### config.mk
export PLATFORM = sky130hd
export DESIGN_NAME = bshift_norm
export DESIGN_NICKNAME = d
export VERILOG_FILES = /design/src/rtl/bshift_norm_pkg.sv /design/src/rtl/bshift_rot.sv /design/src/rtl/bshift_lzc.sv /design/src/rtl/bshift_opreg.sv /design/src/rtl/bshift_norm.sv
export SDC_FILE = /design/constraint.sdc
export NUM_CORES = 1
export LEC_CHECK = 0
export ABC_CLOCK_PERIOD_IN_PS = 4800
export BUFFER_PORTS_ARGS = -buffer_cell sky130_fd_sc_hd__buf_2
export CAP_MARGIN = 20
export CORE_MARGIN = 2
export CORE_UTILIZATION = 45
export DETAILED_ROUTE_END_ITERATION = 7
export PLACE_DENSITY = 0.71
export SYNTH_ARGS = -nofsm -noshare
export SYNTH_HDL_FRONTEND = slang
export SYNTH_SLANG_ARGS = --single-unit
### constraint.sdc
create_clock -name clk_i -period 4.8 [get_ports clk_i]
set_input_delay 0.96 -clock clk_i [delete_from_list [all_inputs] [get_ports clk_i]]
set_output_delay 0.96 -clock clk_i [all_outputs]
set_load 0.005 [all_outputs]
### src/rtl/bshift_norm_pkg.sv
package bshift_norm_pkg;

  typedef enum logic {
    SEL_OPND = 1'b0,
    SEL_CTRL = 1'b1
  } reg_sel_e;

  localparam int unsigned DEF_LAT = 9;

endpackage

### src/rtl/bshift_rot.sv
// Logarithmic left rotator; right rotation is requested as a negated amount.
module bshift_rot #(
  parameter int unsigned W  = 32,
  parameter int unsigned SW = $clog2(W)
) (
  input  logic [W-1:0]  data_i,
  input  logic [SW-1:0] amt_i,
  output logic [W-1:0]  data_o
);

  logic [W-1:0] stg [SW+1];

  assign stg[0] = data_i;

  for (genvar s = 0; s < SW; s++) begin : g_stage
    localparam int unsigned STEP = 1 << s;
    assign stg[s+1] = amt_i[s] ? {stg[s][W-1-STEP:0], stg[s][W-1:W-STEP]} : stg[s];
  end

  assign data_o = stg[SW];

endmodule

### src/rtl/bshift_lzc.sv
// Leading-zero count, saturated at W-1 for an all-zero input.
module bshift_lzc #(
  parameter int unsigned W  = 32,
  parameter int unsigned CW = $clog2(W)
) (
  input  logic [W-1:0]  data_i,
  output logic [CW-1:0] cnt_o
);

  always_comb begin
    cnt_o = CW'(W - 1);
    for (int i = 0; i < W; i++) begin
      if (data_i[i]) cnt_o = CW'(W - 1 - i);
    end
  end

endmodule

### src/rtl/bshift_opreg.sv
// Operand word with independent byte write/read pointers.
module bshift_opreg #(
  parameter int unsigned W  = 32,
  parameter int unsigned BW = 8,
  localparam int unsigned NB = W / BW,
  localparam int unsigned PW = (NB > 1) ? $clog2(NB) : 1
) (
  input  logic          clk_i,
  input  logic          rst_ni,
  input  logic          wr_i,
  input  logic          rd_i,
  input  logic          ptr_clr_i,
  input  logic          load_i,
  input  logic [W-1:0]  load_data_i,
  input  logic [BW-1:0] wdata_i,
  output logic [W-1:0]  word_o,
  output logic [BW-1:0] rbyte_o
);

  localparam logic [PW-1:0] WPTR_INIT = '0;
  localparam logic [PW-1:0] RPTR_INIT = PW'(NB - 1);

  logic [W-1:0]  word_q;
  logic [PW-1:0] wptr_q, rptr_q;

  always_ff @(posedge clk_i or negedge rst_ni) begin
    if (!rst_ni) begin
      word_q <= '0;
    end else if (load_i) begin
      word_q <= load_data_i;
    end else if (wr_i) begin
      word_q[wptr_q*BW +: BW] <= wdata_i;
    end
  end

  always_ff @(posedge clk_i or negedge rst_ni) begin
    if (!rst_ni) begin
      wptr_q <= WPTR_INIT;
      rptr_q <= RPTR_INIT;
    end else if (ptr_clr_i) begin
      wptr_q <= WPTR_INIT;
      rptr_q <= RPTR_INIT;
    end else begin
      if (wr_i) wptr_q <= wptr_q + PW'(1);
      if (rd_i) rptr_q <= rptr_q - PW'(1);
    end
  end

  assign word_o  = word_q;
  assign rbyte_o = word_q[rptr_q*BW +: BW];

endmodule

### src/rtl/bshift_norm.sv
module bshift_norm
  import bshift_norm_pkg::*;
#(
  parameter int unsigned DATA_W = 32,
  parameter int unsigned BYTE_W = 8,
  parameter int unsigned LAT    = DEF_LAT
) (
  input  logic              clk_i,
  input  logic              rst_ni,
  input  logic              wr_i,
  input  logic              rd_i,
  input  logic              sel_i,
  input  logic [BYTE_W-1:0] wdata_i,
  output logic [BYTE_W-1:0] rdata_o,
  output logic              busy_o
);

  localparam int unsigned CW = $clog2(DATA_W);
  localparam int unsigned TW = $clog2(LAT + 1);

  logic          busy_q, norm_q, dir_q;
  logic [CW-1:0] cnt_q;
  logic [TW-1:0] tmr_q;

  logic              is_ctrl, ctrl_wr, op_wr, op_rd, done;
  logic [CW-1:0]     lz_cnt, rot_amt;
  logic [DATA_W-1:0] op_q, rot_word;
  logic [BYTE_W-1:0] op_byte, ctrl_byte;

  assign is_ctrl = (reg_sel_e'(sel_i) == SEL_CTRL);
  assign ctrl_wr = wr_i && is_ctrl && !busy_q;
  assign op_wr   = wr_i && !is_ctrl && !busy_q;
  assign op_rd   = rd_i && !is_ctrl && !busy_q;
  assign done    = busy_q && (tmr_q == '0);

  // Command sequencing: fixed latency, result committed on the last busy cycle.
  always_ff @(posedge clk_i or negedge rst_ni) begin
    if (!rst_ni) begin
      busy_q <= 1'b0;
      norm_q <= 1'b0;
      dir_q  <= 1'b0;
      cnt_q  <= '0;
      tmr_q  <= '0;
    end else if (ctrl_wr) begin
      busy_q <= 1'b1;
      cnt_q  <= wdata_i[CW-1:0];
      dir_q  <= wdata_i[CW];
      norm_q <= (wdata_i[CW-1:0] == '0);
      tmr_q  <= TW'(LAT - 1);
    end else if (busy_q) begin
      if (done) begin
        busy_q <= 1'b0;
        if (norm_q) cnt_q <= lz_cnt;
      end else begin
        tmr_q <= tmr_q - TW'(1);
      end
    end
  end

  bshift_lzc #(
    .W  (DATA_W),
    .CW (CW)
  ) lzc_i (
    .data_i (op_q),
    .cnt_o  (lz_cnt)
  );

  // Right rotate by n equals left rotate by -n; normalize is a left rotate by the zero count.
  always_comb begin
    if (norm_q)     rot_amt = lz_cnt;
    else if (dir_q) rot_amt = CW'(0) - cnt_q;
    else            rot_amt = cnt_q;
  end

  bshift_rot #(
    .W  (DATA_W),
    .SW (CW)
  ) rot_i (
    .data_i (op_q),
    .amt_i  (rot_amt),
    .data_o (rot_word)
  );

  bshift_opreg #(
    .W  (DATA_W),
    .BW (BYTE_W)
  ) opreg_i (
    .clk_i       (clk_i),
    .rst_ni      (rst_ni),
    .wr_i        (op_wr),
    .rd_i        (op_rd),
    .ptr_clr_i   (ctrl_wr),
    .load_i      (done),
    .load_data_i (rot_word),
    .wdata_i     (wdata_i),
    .word_o      (op_q),
    .rbyte_o     (op_byte)
  );

  always_comb begin
    ctrl_byte             = '0;
    ctrl_byte[CW-1:0]     = cnt_q;
    ctrl_byte[CW]         = dir_q;
    ctrl_byte[BYTE_W-1]   = busy_q;
  end

  always_comb begin
    if (is_ctrl)     rdata_o = ctrl_byte;
    else if (busy_q) rdata_o = '0;
    else             rdata_o = op_byte;
  end

  assign busy_o = busy_q;

endmodule

==> impl_metrics.ini <==
[status]
status = complete, no violations

[clocking]
cts_root_buf = clkbuf_8
cts_setup_buffers = 0
path_clk_slew_ns = 0.11
cts_buffers = 5
cts_buffer_depth = 2
clock-sinks = 48
postCtsHoldBufs = 0
cts_tree = done
cts_htree_levels = 2
clkLatencyLatePin_ns = 0.33
cts-resized-gates = 0

[place]
detailedPlacementHpwl_um = 13090
gp_congestion = 1.038
portBuffers = 21

[die]
ios = 22
die_h_um = 106.7
die_w_um = 106.7
num_rows = 37
core_um2 = 10280
start_util_pct = 46.21
design.die.area_um2 = 11390

[timing]
fmax_mhz = 266.3
drv_slew = 0
tightest_slew_ns = 1.121
min_period_over_period_pct = 78.22
setup_tns_ns = 0
setup_violations = 0
hold_viol_final = 0
skew_ns = 0.01064
relSlewSlack_pct = 25.24
final.min_clock_period_ns = 3.754
rsz0062_at_grt = no

[critical_path]
cp-start-kind = flop
startpoint = opreg_i.word_o[14]$_DFFE_PN0P_
critPathCaptureType = flop
cp_data_arrival_time_ns = 3.97
r2r_start = opreg_i.word_o[14]$_DFFE_PN0P_
required_ns = 5.01
crit_fanout = 13
critPathKind = flop to flop

[job]
max-cap-violations = 0

[synthesis]
syn_area_per_cell_um2 = 8.978
synth_nets = 548
synthFlopType = dfrtp_1
synth.area.top_cells = dfrtp_1 24%, mux2i_1 17%, mux2_2 5.7%
yosysTopAreaCellShare_pct = 24.24
synth_top_area_cell = dfrtp_1
ys_seq_area_share_pct = 25.34
syn-cell-area_um2 = 4750
async_flop_share_pct = 100.0
yosys_register_bits = 48
ys_types = 63
synth_edf_count = 0
ys_warn_count = 0
netlist_instances = 529

[cells_and_area]
drive_gt1_share_pct = 16.70
syn_to_final_growth_pct = 6.955
finalNetCount = 557
antenna_cells = 0

[drt]
dr.pass1.iters = 6
wirelength_um = 18030
wire_per_inst_um = 26.71
dr_total_vias = 4870
drtIter0Drc = 792
drc = 0
drtAntennaViolNets = 0
drt-vias-per-instance = 7.215

[global_route]
grt.overflow.total = 0
grt_pass1_wl_um = 27410
grt_max_degree = 49
grt_pass1_vias = 4697
antenna_found_initial = 0
grt_use_total_pct = 32.01

[worst_hold_path]
hold_start = tmr_q[3]$_DFFE_PN0P_
hp-class = flop to flop
metal layers:
layer	up-vias	part of all wire [%]	global-route usage [%]	wire (µm)
met5	-	0	0	0
li1	2078	-	-	-
met1	2277	38	42.88	6915
met2	419	42	47.41	7554
met3	96	13	7.599	2392
met4	0	6.5	17.81	1170
worst paths after layout:
path	cells after the start	end	slack [ns]
worst max-delay path	9	opreg_i.word_o[4]$_DFFE_PN0P_	1.05
worst min-delay path	2	tmr_q[3]$_DFFE_PN0P_	0.56
max in group asynchronous	2	opreg_i.word_o[29]$_DFFE_PN0P_	3.62
worst max register to register	9	opreg_i.word_o[4]$_DFFE_PN0P_	1.05
min in group asynchronous	2	cnt_q[1]$_DFFE_PN0P_	0.72
worst min register to register	2	tmr_q[3]$_DFFE_PN0P_	0.56
per-stage QoR:
stage | utilization, % | instance area, µm² | hold WS, ns | setup slack (ns) | std cells
final | 49.43 | 5080 | 0.5560 | 1.046 | 675
after global routing | 49.43 | 5080 | 0.6034 | 0.8517 | 675
after detailed placement | 48.31 | 4965 | 0.5269 | 1.139 | 667
after CTS | 49.43 | 5080 | 0.5569 | 1.115 | 675
after global placement | 48.31 | 4965 | 0.5107 | 1.097 | 667
after floorplan | - | 4750 | 0.4830 | 2.012 | 529
cells in the final DEF (no fill, tap or decap), types with 5 or more instances in the layout:
master,count
buf_4,12
o211ai_1,9
o22ai_1,11
mux2_2,24
nor2_1,38
a22oi_1,29
a221o_1,5
a21o_1,6
nand2_1,34
a21oi_1,18
nor3_1,10
inv_1,19
nor2b_1,8
nor4_1,5
a22o_1,14
clkbuf_8,5
ha_1,6
buf_2,21
mux4_2,9
dfrtp_1,46
mux2i_1,81
o221ai_1,12
o21ai_0,29
nand3_1,11
cell type report:
type / instances / area, µm²
clock inverter: 3 / 46.29
clock buffer: 5 / 68.82
inverter: 20 / 75.07
timing repair buffer: 33 / 195.2
tap: 136 / 170.2
multi-input combinational: 430 / 3321
fill: 978 / 5197
sequential: 48 / 1204
registers in the layout, indices dropped and copies added (netlist names):
| signal | count |
|---|---|
| norm_q | 1 |
| opreg_i.rptr_q | 2 |
| opreg_i.wptr_q | 2 |
| busy_o | 1 |
| dir_q | 1 |
| tmr_q | 4 |
| cnt_q | 5 |
| opreg_i.word_o | 32 |
synth_stat cells, types with 3 or more instances:
cell and n:
mux4_2 9, o21bai_1 5, o221ai_1 12, nand2_1 34
xnor2_1 3, a21o_1 6, mux2_2 24, and2_1 4
a22o_1 14, nand2b_1 3, a221oi_1 4, o22ai_1 11
nand3_1 11, nor2_1 39, nor2b_1 8, o211ai_1 9
a22oi_1 29, clkbuf_1 16, a221o_1 5, ha_1 6
buf_1 3, buf_6 4, buf_2 6, a222oi_1 4
inv_1 19, or3_1 4, o31ai_1 4, or4_1 3
mux2i_1 82, o21ai_0 29, a21oi_1 18, or2_2 3
nor4_1 5, dfrtp_1 46, nor3_1 10
worst max-delay path, cell delays in order, from the launching register on:
cell	delay, ns
dfrtp_1	0.52
or4_1	0.53
o21bai_1	0.17
a2111o_1	0.46
a21oi_1	0.22
or2_1	0.60
nor2_1	0.33
a22oi_1	0.25
o211ai_1	0.17
a221o_1	0.37
cells by family (layout without fill, tap and decap cells):
group,count (synthesis),after routing,share of synthesized area (%)
buf+inv,51,61,4.979
compound gates,173,173,26.58
simple gates,130,130,12.88
fa+ha+maj,6,6,1.581
mux,116,116,27.71
flops,48,48,25.34
xor+xnor,5,5,0.9222
Power is left out: the tool's default activity adds up to more than one toggle a clock period on the data nets, which glitch-free logic cannot reach.
